`src/rtl/tsob_pkg.sv`:
```
package tsob_pkg;
   typedef enum logic [1:0] {
      OP_LOAD   = 2'b00,
      OP_STORE  = 2'b01,
      OP_ATOMIC = 2'b10,
      OP_RSVD   = 2'b11
   } tsob_op_e;
endpackage

```
`src/rtl/tsob_fifo.sv`:
```
module tsob_fifo #(
   parameter int DEPTH   = 4,
   parameter int ADDR_W  = 32,
   parameter int DATA_W  = 32,
   parameter int CMP_LSB = 2
) (
   input  logic              clk,
   input  logic              rst_n,
   input  logic              push,
   input  logic [ADDR_W-1:0] push_addr,
   input  logic [DATA_W-1:0] push_data,
   input  logic              push_atom,
   input  logic              pop,
   output logic              full,
   output logic              empty,
   output logic [ADDR_W-1:0] head_addr,
   output logic [DATA_W-1:0] head_data,
   output logic              head_atom,
   input  logic [ADDR_W-1:0] probe_addr,
   output logic              probe_hit,
   output logic              atom_pending
);
   localparam int PTR_W = (DEPTH > 1) ? $clog2(DEPTH) : 1;
   localparam int CNT_W = $clog2(DEPTH + 1);

   generate
      if (DEPTH < 1) begin : g_bad_depth
         $error("tsob_fifo: DEPTH must be at least 1");
      end
      if (CMP_LSB >= ADDR_W) begin : g_bad_lsb
         $error("tsob_fifo: CMP_LSB must be below ADDR_W");
      end
   endgenerate

   logic [ADDR_W-1:0] addr_q [DEPTH];
   logic [DATA_W-1:0] data_q [DEPTH];
   logic [DEPTH-1:0]  vld_q, atom_q, hit_vec;
   logic [PTR_W-1:0]  wr_ptr, rd_ptr;
   logic [CNT_W-1:0]  cnt_q;

   function automatic logic [PTR_W-1:0] ptr_inc(input logic [PTR_W-1:0] p);
      return (p == PTR_W'(DEPTH - 1)) ? '0 : p + 1'b1;
   endfunction

   always_ff @(posedge clk or negedge rst_n) begin
      if (!rst_n) begin
         wr_ptr <= '0;
         rd_ptr <= '0;
         cnt_q  <= '0;
         vld_q  <= '0;
         atom_q <= '0;
      end else begin
         if (push) begin
            vld_q[wr_ptr]  <= 1'b1;
            atom_q[wr_ptr] <= push_atom;
            wr_ptr         <= ptr_inc(wr_ptr);
         end
         if (pop) begin
            vld_q[rd_ptr] <= 1'b0;
            rd_ptr        <= ptr_inc(rd_ptr);
         end
         case ({push, pop})
            2'b10:   cnt_q <= cnt_q + 1'b1;
            2'b01:   cnt_q <= cnt_q - 1'b1;
            default: cnt_q <= cnt_q;
         endcase
      end
   end

   always_ff @(posedge clk) begin
      if (push) begin
         addr_q[wr_ptr] <= push_addr;
         data_q[wr_ptr] <= push_data;
      end
   end

   // One word-address comparator per slot
   for (genvar g = 0; g < DEPTH; g++) begin : g_cmp
      assign hit_vec[g] = vld_q[g] &&
         (addr_q[g][ADDR_W-1:CMP_LSB] == probe_addr[ADDR_W-1:CMP_LSB]);
   end

   assign probe_hit    = |hit_vec;
   assign atom_pending = |(vld_q & atom_q);
   assign full         = (cnt_q == CNT_W'(DEPTH));
   assign empty        = (cnt_q == '0);
   assign head_addr    = addr_q[rd_ptr];
   assign head_data    = data_q[rd_ptr];
   assign head_atom    = atom_q[rd_ptr];

   AST_NO_OVERFLOW: assert property (@(posedge clk) disable iff (!rst_n)
      push |-> !full);
   AST_NO_UNDERFLOW: assert property (@(posedge clk) disable iff (!rst_n)
      pop |-> !empty);
   AST_COUNT_HOLDS: assert property (@(posedge clk) disable iff (!rst_n)
      (!push && !pop) |=> $stable(cnt_q));
   AST_EMPTY_NO_HIT: assert property (@(posedge clk) disable iff (!rst_n)
      empty |-> !probe_hit);
endmodule

```
`src/rtl/tsob_issue.sv`:
```
module tsob_issue #(
   parameter int ADDR_W = 32,
   parameter int DATA_W = 32
) (
   input  logic              ld_valid,
   input  logic [ADDR_W-1:0] ld_addr,
   input  logic              ld_block,
   input  logic              q_empty,
   input  logic [ADDR_W-1:0] head_addr,
   input  logic [DATA_W-1:0] head_data,
   input  logic              head_atom,
   input  logic              bus_gnt,
   output logic              bus_req,
   output logic              bus_we,
   output logic              bus_atomic,
   output logic [ADDR_W-1:0] bus_addr,
   output logic [DATA_W-1:0] bus_wdata,
   output logic              ld_go,
   output logic              q_pop
);
   logic ld_sel, wr_sel;

   // An eligible load takes the bus ahead of the queue head
   always_comb begin
      ld_sel     = ld_valid && !ld_block;
      wr_sel     = !ld_sel && !q_empty;
      bus_req    = ld_sel || wr_sel;
      bus_we     = wr_sel;
      bus_atomic = wr_sel && head_atom;
      bus_addr   = ld_sel ? ld_addr : head_addr;
      bus_wdata  = head_data;
      ld_go      = ld_sel && bus_gnt;
      q_pop      = wr_sel && bus_gnt;
   end
endmodule

```
`src/rtl/tso_store_buffer.sv`:
```
module tso_store_buffer
   import tsob_pkg::*;
#(
   parameter int ADDR_W    = 32,
   parameter int DATA_W    = 32,
   parameter int DEPTH     = 4,
   parameter bit BYPASS_EN = 1'b1
) (
   input  logic              clk,
   input  logic              rst_n,
   input  logic              req_valid,
   input  logic [1:0]        req_op,
   input  logic [ADDR_W-1:0] req_addr,
   input  logic [DATA_W-1:0] req_wdata,
   output logic              req_ready,
   output logic              rsp_valid,
   output logic [DATA_W-1:0] rsp_rdata,
   output logic              bus_req,
   output logic              bus_we,
   output logic              bus_atomic,
   output logic [ADDR_W-1:0] bus_addr,
   output logic [DATA_W-1:0] bus_wdata,
   input  logic              bus_gnt,
   input  logic [DATA_W-1:0] bus_rdata
);
   localparam int CMP_LSB = $clog2(DATA_W / 8);

   generate
      if (DATA_W < 8 || (DATA_W % 8) != 0) begin : g_bad_width
         $error("tso_store_buffer: DATA_W must be a multiple of 8");
      end
   endgenerate

   tsob_op_e op;
   logic     is_wr, push, ld_valid, ld_block, ld_go, q_pop;
   logic     full, q_empty, head_atom, probe_hit, atom_pend;
   logic [ADDR_W-1:0] head_addr;
   logic [DATA_W-1:0] head_data;
   logic              rsp_valid_q;
   logic [DATA_W-1:0] rsp_rdata_q;

   assign op       = tsob_op_e'(req_op);
   assign is_wr    = req_valid && (op == OP_STORE || op == OP_ATOMIC);
   assign push     = is_wr && !full && !atom_pend;
   assign ld_valid = req_valid && (op == OP_LOAD) && !atom_pend;

   // The consistency variant decides what holds a load back
   generate
      if (BYPASS_EN) begin : g_tso
         assign ld_block = probe_hit;
      end else begin : g_sc
         assign ld_block = !q_empty;
      end
   endgenerate

   tsob_fifo #(
      .DEPTH(DEPTH), .ADDR_W(ADDR_W), .DATA_W(DATA_W), .CMP_LSB(CMP_LSB)
   ) u_fifo (
      .clk(clk), .rst_n(rst_n),
      .push(push), .push_addr(req_addr), .push_data(req_wdata),
      .push_atom(op == OP_ATOMIC), .pop(q_pop),
      .full(full), .empty(q_empty),
      .head_addr(head_addr), .head_data(head_data), .head_atom(head_atom),
      .probe_addr(req_addr), .probe_hit(probe_hit), .atom_pending(atom_pend)
   );

   tsob_issue #(.ADDR_W(ADDR_W), .DATA_W(DATA_W)) u_issue (
      .ld_valid(ld_valid), .ld_addr(req_addr), .ld_block(ld_block),
      .q_empty(q_empty), .head_addr(head_addr), .head_data(head_data),
      .head_atom(head_atom), .bus_gnt(bus_gnt),
      .bus_req(bus_req), .bus_we(bus_we), .bus_atomic(bus_atomic),
      .bus_addr(bus_addr), .bus_wdata(bus_wdata),
      .ld_go(ld_go), .q_pop(q_pop)
   );

   assign req_ready = push || ld_go;

   always_ff @(posedge clk or negedge rst_n) begin
      if (!rst_n) begin
         rsp_valid_q <= 1'b0;
         rsp_rdata_q <= '0;
      end else begin
         rsp_valid_q <= ld_go || (q_pop && head_atom);
         if (ld_go || (q_pop && head_atom)) rsp_rdata_q <= bus_rdata;
      end
   end

   assign rsp_valid = rsp_valid_q;
   assign rsp_rdata = rsp_rdata_q;

   AST_LOAD_NO_HAZARD: assert property (@(posedge clk) disable iff (!rst_n)
      ld_go |-> !probe_hit);
   AST_ATOMIC_FENCE: assert property (@(posedge clk) disable iff (!rst_n)
      atom_pend |-> !req_ready);
   AST_RSP_AFTER_GRANT: assert property (@(posedge clk) disable iff (!rst_n)
      rsp_valid |-> $past(bus_req && bus_gnt && (!bus_we || bus_atomic)));
   AST_RSVD_IGNORED: assert property (@(posedge clk) disable iff (!rst_n)
      (req_valid && req_op == 2'b11) |-> !req_ready);

   generate
      if (!BYPASS_EN) begin : g_sc_chk
         AST_SC_ORDER: assert property (@(posedge clk) disable iff (!rst_n)
            (bus_req && !bus_we) |-> q_empty);
      end
   endgenerate
endmodule

```
`config.mk`:
```
export PLATFORM = sky130hd
export DESIGN_NAME = tso_store_buffer
export DESIGN_NICKNAME = d
export VERILOG_FILES = /design/src/rtl/tsob_pkg.sv /design/src/rtl/tsob_fifo.sv /design/src/rtl/tsob_issue.sv /design/src/rtl/tso_store_buffer.sv
export SDC_FILE = /design/constraint.sdc
export NUM_CORES = 1
export LEC_CHECK = 0
export ABC_CLOCK_PERIOD_IN_PS = 10400
export BUFFER_PORTS_ARGS = -buffer_cell sky130_fd_sc_hd__buf_4
export CAP_MARGIN = 15
export CORE_UTILIZATION = 55
export CTS_CLUSTER_SIZE = 30
export DETAILED_ROUTE_END_ITERATION = 8
export PLACE_DENSITY = 0.76
export REMOVE_ABC_BUFFERS = 1
export SLEW_MARGIN = 10
export SYNTH_ARGS = -nofsm -noshare
export SYNTH_HDL_FRONTEND = slang
export SYNTH_SLANG_ARGS = --single-unit
```
`constraint.sdc`:
```
create_clock -name clk -period 10.4 [get_ports clk]
set_clock_uncertainty 0.2 [all_clocks]
set_input_delay 1.04 -clock clk [delete_from_list [all_inputs] [get_ports clk]]
set_output_delay 1.04 -clock clk [all_outputs]
set_load 0.01 [all_outputs]
```
### After elaboration in Yosys (flattened, before gate mapping)

Memories as Yosys holds them, arrays and structs flattened.
Index checks and enable logic that the tools add are counted.
Widths: inputs -> output; s select.

* memories kept: 2
* bits in writable memories: 256
* flip-flop bits (word level): 48

* equal/unequal tests: 11
* multiplexer cells: 15
* bitwise logic cells: 4
* order comparisons: 4
* $add $sub $neg: 4
* reduce and logical (&&, ||, !) cells: 31

Memory list
* u_fifo.addr_q: words 4, bits a word 32, read ports 5, clocked after Yosys merged registers in 0, write ports 1, RTL line tsob_fifo.sv:35 `logic [ADDR_W-1:0] addr_q [DEPTH];`
* u_fifo.data_q: words 4, bits a word 32, read ports 1, clocked after Yosys merged registers in 0, write ports 1, RTL line tsob_fifo.sv:36 `logic [DATA_W-1:0] data_q [DEPTH];`

Operators with widths (count)
* $eq 30x30->1: 4
* $mux 32: 1
* $logic_and 1x1->1: 17
* $and 4x4->4: 2
* $eq 2x2->1 const B: 4
* $mux 4: 2
* $reduce_or 4->1: 2
* $lt 2x3->1 const B: 2
* $pmux 3 s2: 1
* $logic_not 1->1: 5
* $mux 1: 5
* $add 2x1->2 const B: 2
* $bwmux 4: 1
* $demux 1 s2: 2
* $eq 2x1->1 const B: 2
* $ge 2x1->1 const B: 2
* $logic_or 1x1->1: 4
* $mux 2: 2
* $not 4->4: 1
* $or 4x4->4: 1
* $add 3x1->3 const B: 1
* $eq 3x3->1 const B: 1
* $logic_not 3->1: 1
* $sub 3x1->3 const B: 1
* other kinds (3): 3

### Depth between registers and ports, before layout

Gate-level depths: netlist of the first run.

* depth after elaboration: 10
* depth in mapped cells: 15
* gate-level depth less buffers: 12

### Hierarchy

Synthesis of the first run repeated with hierarchy kept, for this count alone.

* cells, all modules: 731
* area total of the unflattened synthesis: 13530.5 um^2

Modules (own cells, without submodules)
* tsob_fifo: cells each 579, sequential area each 8062.7 um^2, area each 11427.2 um^2, times used 1
* tso_store_buffer: cells each 77, sequential area each 825.8 um^2, area each 1300.0 um^2, times used 1
* tsob_issue: cells each 75, sequential area each 0.0 um^2, area each 803.3 um^2, times used 1

### Worst setup path after synthesis of the first run

No wires, ideal clock.

* kind: input-to-output
* start point: input port req_addr[18]
* end point: output port bus_addr[0]
* required time: 9160 ps
* buffers on the path: 3
* stages: 9
* path slack: 6379 ps
* arrival: 2781 ps
* cell sequence: buf_2 -> xor2_1 -> nor4_1 -> nand2_1 -> nor4_4 -> or3_1 -> buf_2 -> buf_6 -> mux2_4

* cells in the longest elaborated chain, start to end: 6
* elaborated cells on any way between the ends: 12

RTL lines
* start, declared: RTL line tso_store_buffer.sv:13 `input logic [ADDR_W-1:0] req_addr,`
* $eq 30x30->1: RTL line tsob_fifo.sv:80 `(addr_q[g][ADDR_W-1:CMP_LSB] == probe_addr[ADDR_W-1:CMP_LSB]);`
* $logic_and 1x1->1: RTL line tsob_fifo.sv:79 `assign hit_vec[g] = vld_q[g] &&`
* $reduce_or 4->1 *: RTL line tsob_fifo.sv:83 `assign probe_hit = |hit_vec;`
* $logic_not 1->1 *: RTL line tsob_issue.sv:25 `ld_sel = ld_valid && !ld_block;`
* $logic_and 1x1->1 *: RTL line tsob_issue.sv:25
* $mux 32 *: RTL line tsob_issue.sv:30 `bus_addr = ld_sel ? ld_addr : head_addr;`
* end, declared: RTL line tso_store_buffer.sv:21 `output logic [ADDR_W-1:0] bus_addr,`

Mark *: on every way between the ends. The rest lies on a longest branch, timed or not.

### Worst setup path after layout of the first run

* start point: input port req_addr[4]
* end point: output port bus_addr[7]

The elaborated chain is that of the path after synthesis.

==> metrics.yaml, run 1 <==
placed_design:
  place_ws_ns: 4.38
  portBuffers: 202
  finalWeightedCongestion: 0.821
  post-dp-hpwl_um: 19600
sta:
  finalWorstSetupSlack_ns: 4.25
  relSlewSlack_pct: 27.2
  setup_viol: 0
  fmax_mhz: 163
  slew_violations: 0
  rsz0062_at_grt: "no"
  worst_pin_slew_ns: 1.08
  finalWorstPathRequiredPeriod_ns: 6.15
  final.setup.tns_ns: 0
  min_period_over_period_pct: 59.1
  final_hold_viol_count: 0
  whs_ns: 0.303
floorplan:
  initial_utilization_pct: 56.5
  rows: 58
  ios: 203
  die_width_um: 163
  die_area_um2: 26700
  core-area_um2: 25400
  fp.dieH_um: 163
power_and_ir_drop:
  pwr-share-seq_pct: 39.4
  p_comb_share_pct: 34.7
  power_mw: 4.26
  p_int_mw: 2.94
  switching_share_pct: 31.0
  p_switching_mw: 1.32
  power_density_nw_per_um2: 251
  p_leak_nw: 5.92
  clockPowerShare_pct: 25.9
  ir_drop_uv: 176
critical_path:
  max_stage_delay_ns: 1.06
  cp_data_required_time_ns: 9.16
  rr_worst_depth: 13
  end_kind: "output pin"
  r2r-end: "u_fifo.cnt_q[2]"
  path_max_fanout: 69
  worstPathArrival_ns: 4.91
  crit_path_top_delay_cell: "a41o_2"
  crit_chain: "buf_4 -> xnor2_1 -> nand2_1 -> a2111oi_0 -> a41o_2 -> or3_2 -> buf_4 -> mux2_2 -> buf_4"
  path_class: "in -> out"
  startpoint: "req_addr[4]"
  r2r_slack_ns: 5.30
  path_common_cell: "buf_4"
  cp-start-kind: "primary input"
  rr_startpoint: "u_fifo.addr_q[0][4]"
grt:
  grt_usage_pct: 23.9
  grt_start_max_net_pins: 98
  grt_pass1_vias: 8383
  grt_antenna_before_repair: 0
  grt_pass1_wl_um: 48300
  grt_overflow: 0
clock_tree:
  cts_resized: 0
  cts_tree: "built"
  cts_buffers: 31
  hold_buffers: 0
  cts_max_level: 1
  cts-root-buf: "clkbuf_16"
  clk_latency_ns: 0.55
  clk_pin_slew_ns: 0.06
  cts.sink_count: 304
  cts_setup_buffers: 0
  clockBufferDepth: 3
layout:
  antennaDiodeCount: 0
  fillers: 1781
  drive_gt1_share_pct: 33.6
  nets: 1189
  syn_to_final_growth_pct: 18.2
route:
  dr_wl_met2_um: 15600
  wl_met3_um: 2260
  wl_per_cell_um: 22.3
  routed_wl_um: 31900
  highest_layer: "met4"
  antenna_left: 0
  drt_iter0_markers: 576
  dr.pass1.iters: 5
  wl_met1_um: 13300
  vias: 8662
  drc: 0
  via_per_inst: 6.06
yosys:
  ys_ff_latch: 304
  syn_avg_cell_area_um2: 15.5
  synth.distinct_cells: 37
  syn_area_um2: 14300
  seq_area_frac_synth_pct: 62.0
  syn_inst: 924
  yosysWarnings: 0
run_status:
  status: "completed"
hold_path:
  hold_class: "in -> async"
flow_run:
  drv_cap: 0
-- power by group through the flow --
| stage | sequential, mW | clock (mW) | combinational [mW] |
|---|---|---|---|
| final | 1.68 | 1.11 | 1.48 |
| after global routing | 1.70 | 1.17 | 1.59 |
| after CTS | 1.68 | 1.12 | 1.50 |
| after detailed placement | 1.70 | 0 | 1.49 |
| after global placement | 1.69 | 0 | 1.47 |
| after floorplan | 1.75 | 0 | 0.857 |
-- sequential cells by signal, summed over array words and instances (netlist names) --
name / count
u_fifo.wr_ptr: 2
u_fifo.data_q: 128
u_fifo.atom_q: 4
u_fifo.vld_q: 4
u_fifo.cnt_q: 3
u_fifo.rd_ptr: 2
rsp_valid: 1
u_fifo.addr_q: 128
rsp_rdata: 32
-- worst max path at each step --
stage,to,slack (ns),cells past startpoint
after floorplan,bus_atomic,4.10,3
after global placement,bus_addr[7],4.26,9
after detailed placement,bus_addr[7],4.38,9
after CTS,bus_addr[7],4.35,9
after global routing,bus_addr[7],4.04,9
final,bus_addr[7],4.25,9
-- critical path, delay by kind of cell --
family          cells  cell delay [ns]
xor+xnor            1             0.20
compound gates      2             1.96
buf+inv             3             0.86
mux                 1             0.41
simple gates        2             0.37
-- stage by stage --
stage / cells / cell area [um2] / utilization (%)
2_1_floorplan: 834 / 13900 / -
3_3_place_gp: 1372 / 15900 / 62.7
3_5_place_dp: 1372 / 15900 / 62.7
4_1_cts: 1429 / 17000 / 66.7
5_1_grt: 1429 / 17000 / 66.7
6_report: 1429 / 17000 / 66.7
-- per-layer routing --
metal  track usage, %  vias to the layer above
met3             5.18                       44
met5                0                        -
met4             6.52                        0
li1                 -                     3942
met2             37.9                      300
met1             33.6                     4376
-- final cells by class --
type,instances,area [um2],area share (%)
Multi-Input combinational cell,518,5020,29.6
Inverter,12,45.0,0.266
Clock buffer,38,842,4.97
Clock inverter,19,181,1.07
Timing Repair Buffer,208,1560,9.21
Sequential cell,304,8890,52.5
Tap cell,330,413,2.44
-- Yosys cell counts, drive strengths merged --
library cell,instances,area (um2)
clkinv,1,3.75
clkbuf,45,169
mux4,65,1460
dfrtp,48,1200
a222oi,1,10.0
mux2,36,518
a22o,1,8.76
o211ai,32,240
nor3,2,10.0
a31oi,32,200
o21ai,7,35.0
xor2,33,289
nor2b,1,6.26
and3,4,25.0
nand2,40,150
nor4,14,103
and2,5,31.3
a2111oi,1,8.76
inv,11,41.3
nand4,21,131
nand3,38,190
fa,1,20.0
a21oi,5,25.0
nor2,5,18.8
ha,11,138
or4,34,255
or3,3,18.8
edfxtp,256,7690
a41o,1,10.0
a41oi,4,35.0
buf,45,239
o2bb2ai,32,280
xnor2,89,780
-- cells in the final DEF (no fill, tap or decap), types with 5 or more instances in the layout --
| cell | Yosys | layout |
|---|---|---|
| a21oi_1 | 5 | 5 |
| a31oi_1 | 32 | 32 |
| buf_4 | 0 | 208 |
| clkbuf_16 | 0 | 31 |
| clkinv_1 | 1 | 6 |
| clkinv_2 | 0 | 5 |
| dfrtp_1 | 48 | 46 |
| edfxtp_1 | 256 | 256 |
| ha_1 | 11 | 11 |
| inv_1 | 11 | 11 |
| mux2_2 | 6 | 6 |
| mux2_4 | 30 | 30 |
| mux4_2 | 65 | 65 |
| nand2_1 | 40 | 39 |
| nand3_1 | 38 | 38 |
| nand4_1 | 21 | 21 |
| nor2_1 | 5 | 5 |
| nor4_1 | 13 | 13 |
| o211ai_1 | 32 | 32 |
| o21ai_0 | 7 | 7 |
| o2bb2ai_1 | 32 | 32 |
| or4_1 | 34 | 34 |
| xnor2_1 | 89 | 89 |
| xor2_1 | 33 | 33 |
-- cell families (layout without fill, tap and decap cells) --
group / after synthesis / after routing / share of synthesized area [%]
flip-flops: 304 / 304 / 62.0
XOR/XNOR: 122 / 122 / 7.45
buffers and inverters: 102 / 277 / 3.16
multiplexers: 101 / 101 / 13.8
AND/OR/NAND/NOR: 167 / 167 / 6.55
adder cells (fa/ha/maj): 12 / 12 / 1.10
AO/OA/AOI/OAI: 116 / 116 / 5.95
Power figures use the tool's default switching activity.
==> run 2: changes to the inputs <==
Settings changed: ABC_CLOCK_PERIOD_IN_PS 10400 to 6100.
Clock period 10.4 ns to 6.1 ns, I/O delays scaled along.
==> run 2 against run 1 <==
  * Count of clock-buffer cells in the layout shrank 1
  * Total power grew 70%
  * Global-route usage grew 0.078 points
  * Core utilization is the same
  * Critical path type is now reg -> out
  * Critical endpoint unchanged
==> metrics.yaml, run 2 (same netlist as run 1, synthesis figures left out) <==
critical_path:
  end_kind: "output pin"
  crit_path_top_delay_cell: "a2111oi_0"
  crit_buf_inv: 3
  path_class: "reg -> out"
  crit_family: "compound AO/OA/AOI/OAI gates"
  cp-start-kind: "flip-flop"
  cp_data_required_time_ns: 5.29
  max_stage_delay_ns: 0.72
  worstPathArrival_ns: 4.09
  crit_chain: "xnor2_1 -> nand2_1 -> a2111oi_0 -> a41o_2 -> buf_4 -> or3_2 -> buf_4 -> mux2_2 -> buf_4"
  path_common_cell: "buf_4"
  path_max_fanout: 69
floorplan:
  core-area_um2: 25400
  die_area_um2: 26700
  initial_utilization_pct: 56.5
  rows: 58
  fp.dieH_um: 163
  ios: 203
  die_width_um: 163
route:
  drc: 0
  drt_iter0_markers: 766
  vias: 8753
  routed_wl_um: 32100
  antenna_left: 0
  via_per_inst: 6.10
  dr.pass1.iters: 5
  wl_per_cell_um: 22.4
layout:
  seq_area_um2: 8890
  multi_input_area_um2: 5020
  mostFrequentLayoutCell: "edfxtp_1"
  nets: 1192
  mostFrequentLayoutCells: "edfxtp_1 (256), buf_4 (211), xnor2_1 (89)"
  drive_gt1_share_pct: 33.1
  syn_to_final_growth_pct: 18.2
  fillers: 1791
clock_tree:
  cts.sink_count: 304
  clk_pin_slew_ns: 0.06
  cts-root-buf: "clkbuf_16"
  cts_max_level: 1
  cts_setup_buffers: 0
  clk_latency_ns: 0.55
  clockBufferDepth: 3
  cts_buffers: 30
  cts_resized: 0
  cts_tree: "built"
sta:
  final.setup.tns_ns: 0
  final_hold_viol_count: 0
  whs_ns: 0.0570
  finalWorstPathRequiredPeriod_ns: 4.90
  min_period_over_period_pct: 80.3
  fmax_mhz: 204
  relSlewSlack_pct: 29.6
  setup_viol: 0
  rsz0062_at_grt: "no"
  worst_pin_slew_ns: 1.06
  slew_violations: 0
grt:
  grt_usage_pct: 24.0
  grt_antenna_before_repair: 2
  grt_start_max_net_pins: 70
  grt_pass1_vias: 8443
  grt_overflow: 0
  grt_pass1_wl_um: 48500
hold_path:
  hold_class: "in -> reg"
power_and_ir_drop:
  p_leak_nw: 5.93
  power_mw: 7.26
  power_density_nw_per_um2: 428
  ir_drop_uv: 306
placed_design:
  portBuffers: 202
  finalWeightedCongestion: 0.819
  post-dp-hpwl_um: 19900
flow_run:
  drv_cap: 0
run_status:
  status: "completed"
## run 2: cell type report
class / instances / share of cell area, %
sequential: 304 / 52.5
inverter: 12 / 0.266
timing repair buffer: 212 / 9.40
antenna: 2 / 0.0295
tap: 330 / 2.44
clock inverter: 19 / 1.11
clock buffer: 37 / 4.71
multi-input combinational: 518 / 29.6
## run 2: stage by stage
step | cells | worst slack, ns | utilization, % | area, um2
6_report | 1434 | 1.20 | 66.7 | 17000
3_5_place_dp | 1375 | 1.52 | 62.8 | 16000
2_1_floorplan | 834 | 0.226 | - | 13900
5_1_grt | 1434 | 1.11 | 66.7 | 17000
4_1_cts | 1432 | 1.26 | 66.7 | 16900
3_3_place_gp | 1375 | 1.46 | 62.8 | 16000
## run 2: final timing paths
| kind | startpoint | end | slack (ns) | cells past startpoint |
|---|---|---|---|---|
| worst max-delay path | u_fifo.addr_q[0][28] | bus_addr[7] | 1.20 | 9 |
| worst min-delay path | req_wdata[21] | u_fifo.data_q[2][21] | 0.06 | 1 |
| worst max register to register | u_fifo.addr_q[0][28] | u_fifo.cnt_q[2] | 1.99 | 13 |
| worst min register to register | u_fifo.cnt_q[2] | u_fifo.cnt_q[2] | 0.33 | 1 |
| max in group asynchronous | rst_n | u_fifo.rd_ptr[0] | 4.78 | 2 |
| min in group asynchronous | rst_n | rsp_rdata[25] | 0.43 | 2 |
## run 2: timing repair
item                                   4_1_cts  5_1_grt
endpoints found under the hold margin       48        0
setup endpoints to repair                    0        0
hold buffers                                 1        0
## run 2: layer usage
metal | track usage [%] | vias up | wire (um)
li1 | - | 3950 | -
met1 | 33.2 | 4452 | 13200
met2 | 38.3 | 305 | 15800
met3 | 5.49 | 46 | 2320
met4 | 6.94 | 0 | 770
met5 | 0 | - | 0
## run 2: where the power goes
| group | internal (mW) | switching (mW) | leakage (nW) |
|---|---|---|---|
| registers | 2.60 | 0.340 | 2.84 |
| logic | 1.32 | 1.15 | 2.60 |
| clock network | 1.09 | 0.766 | 0.482 |
| total | 5.01 | 2.25 | 5.93 |
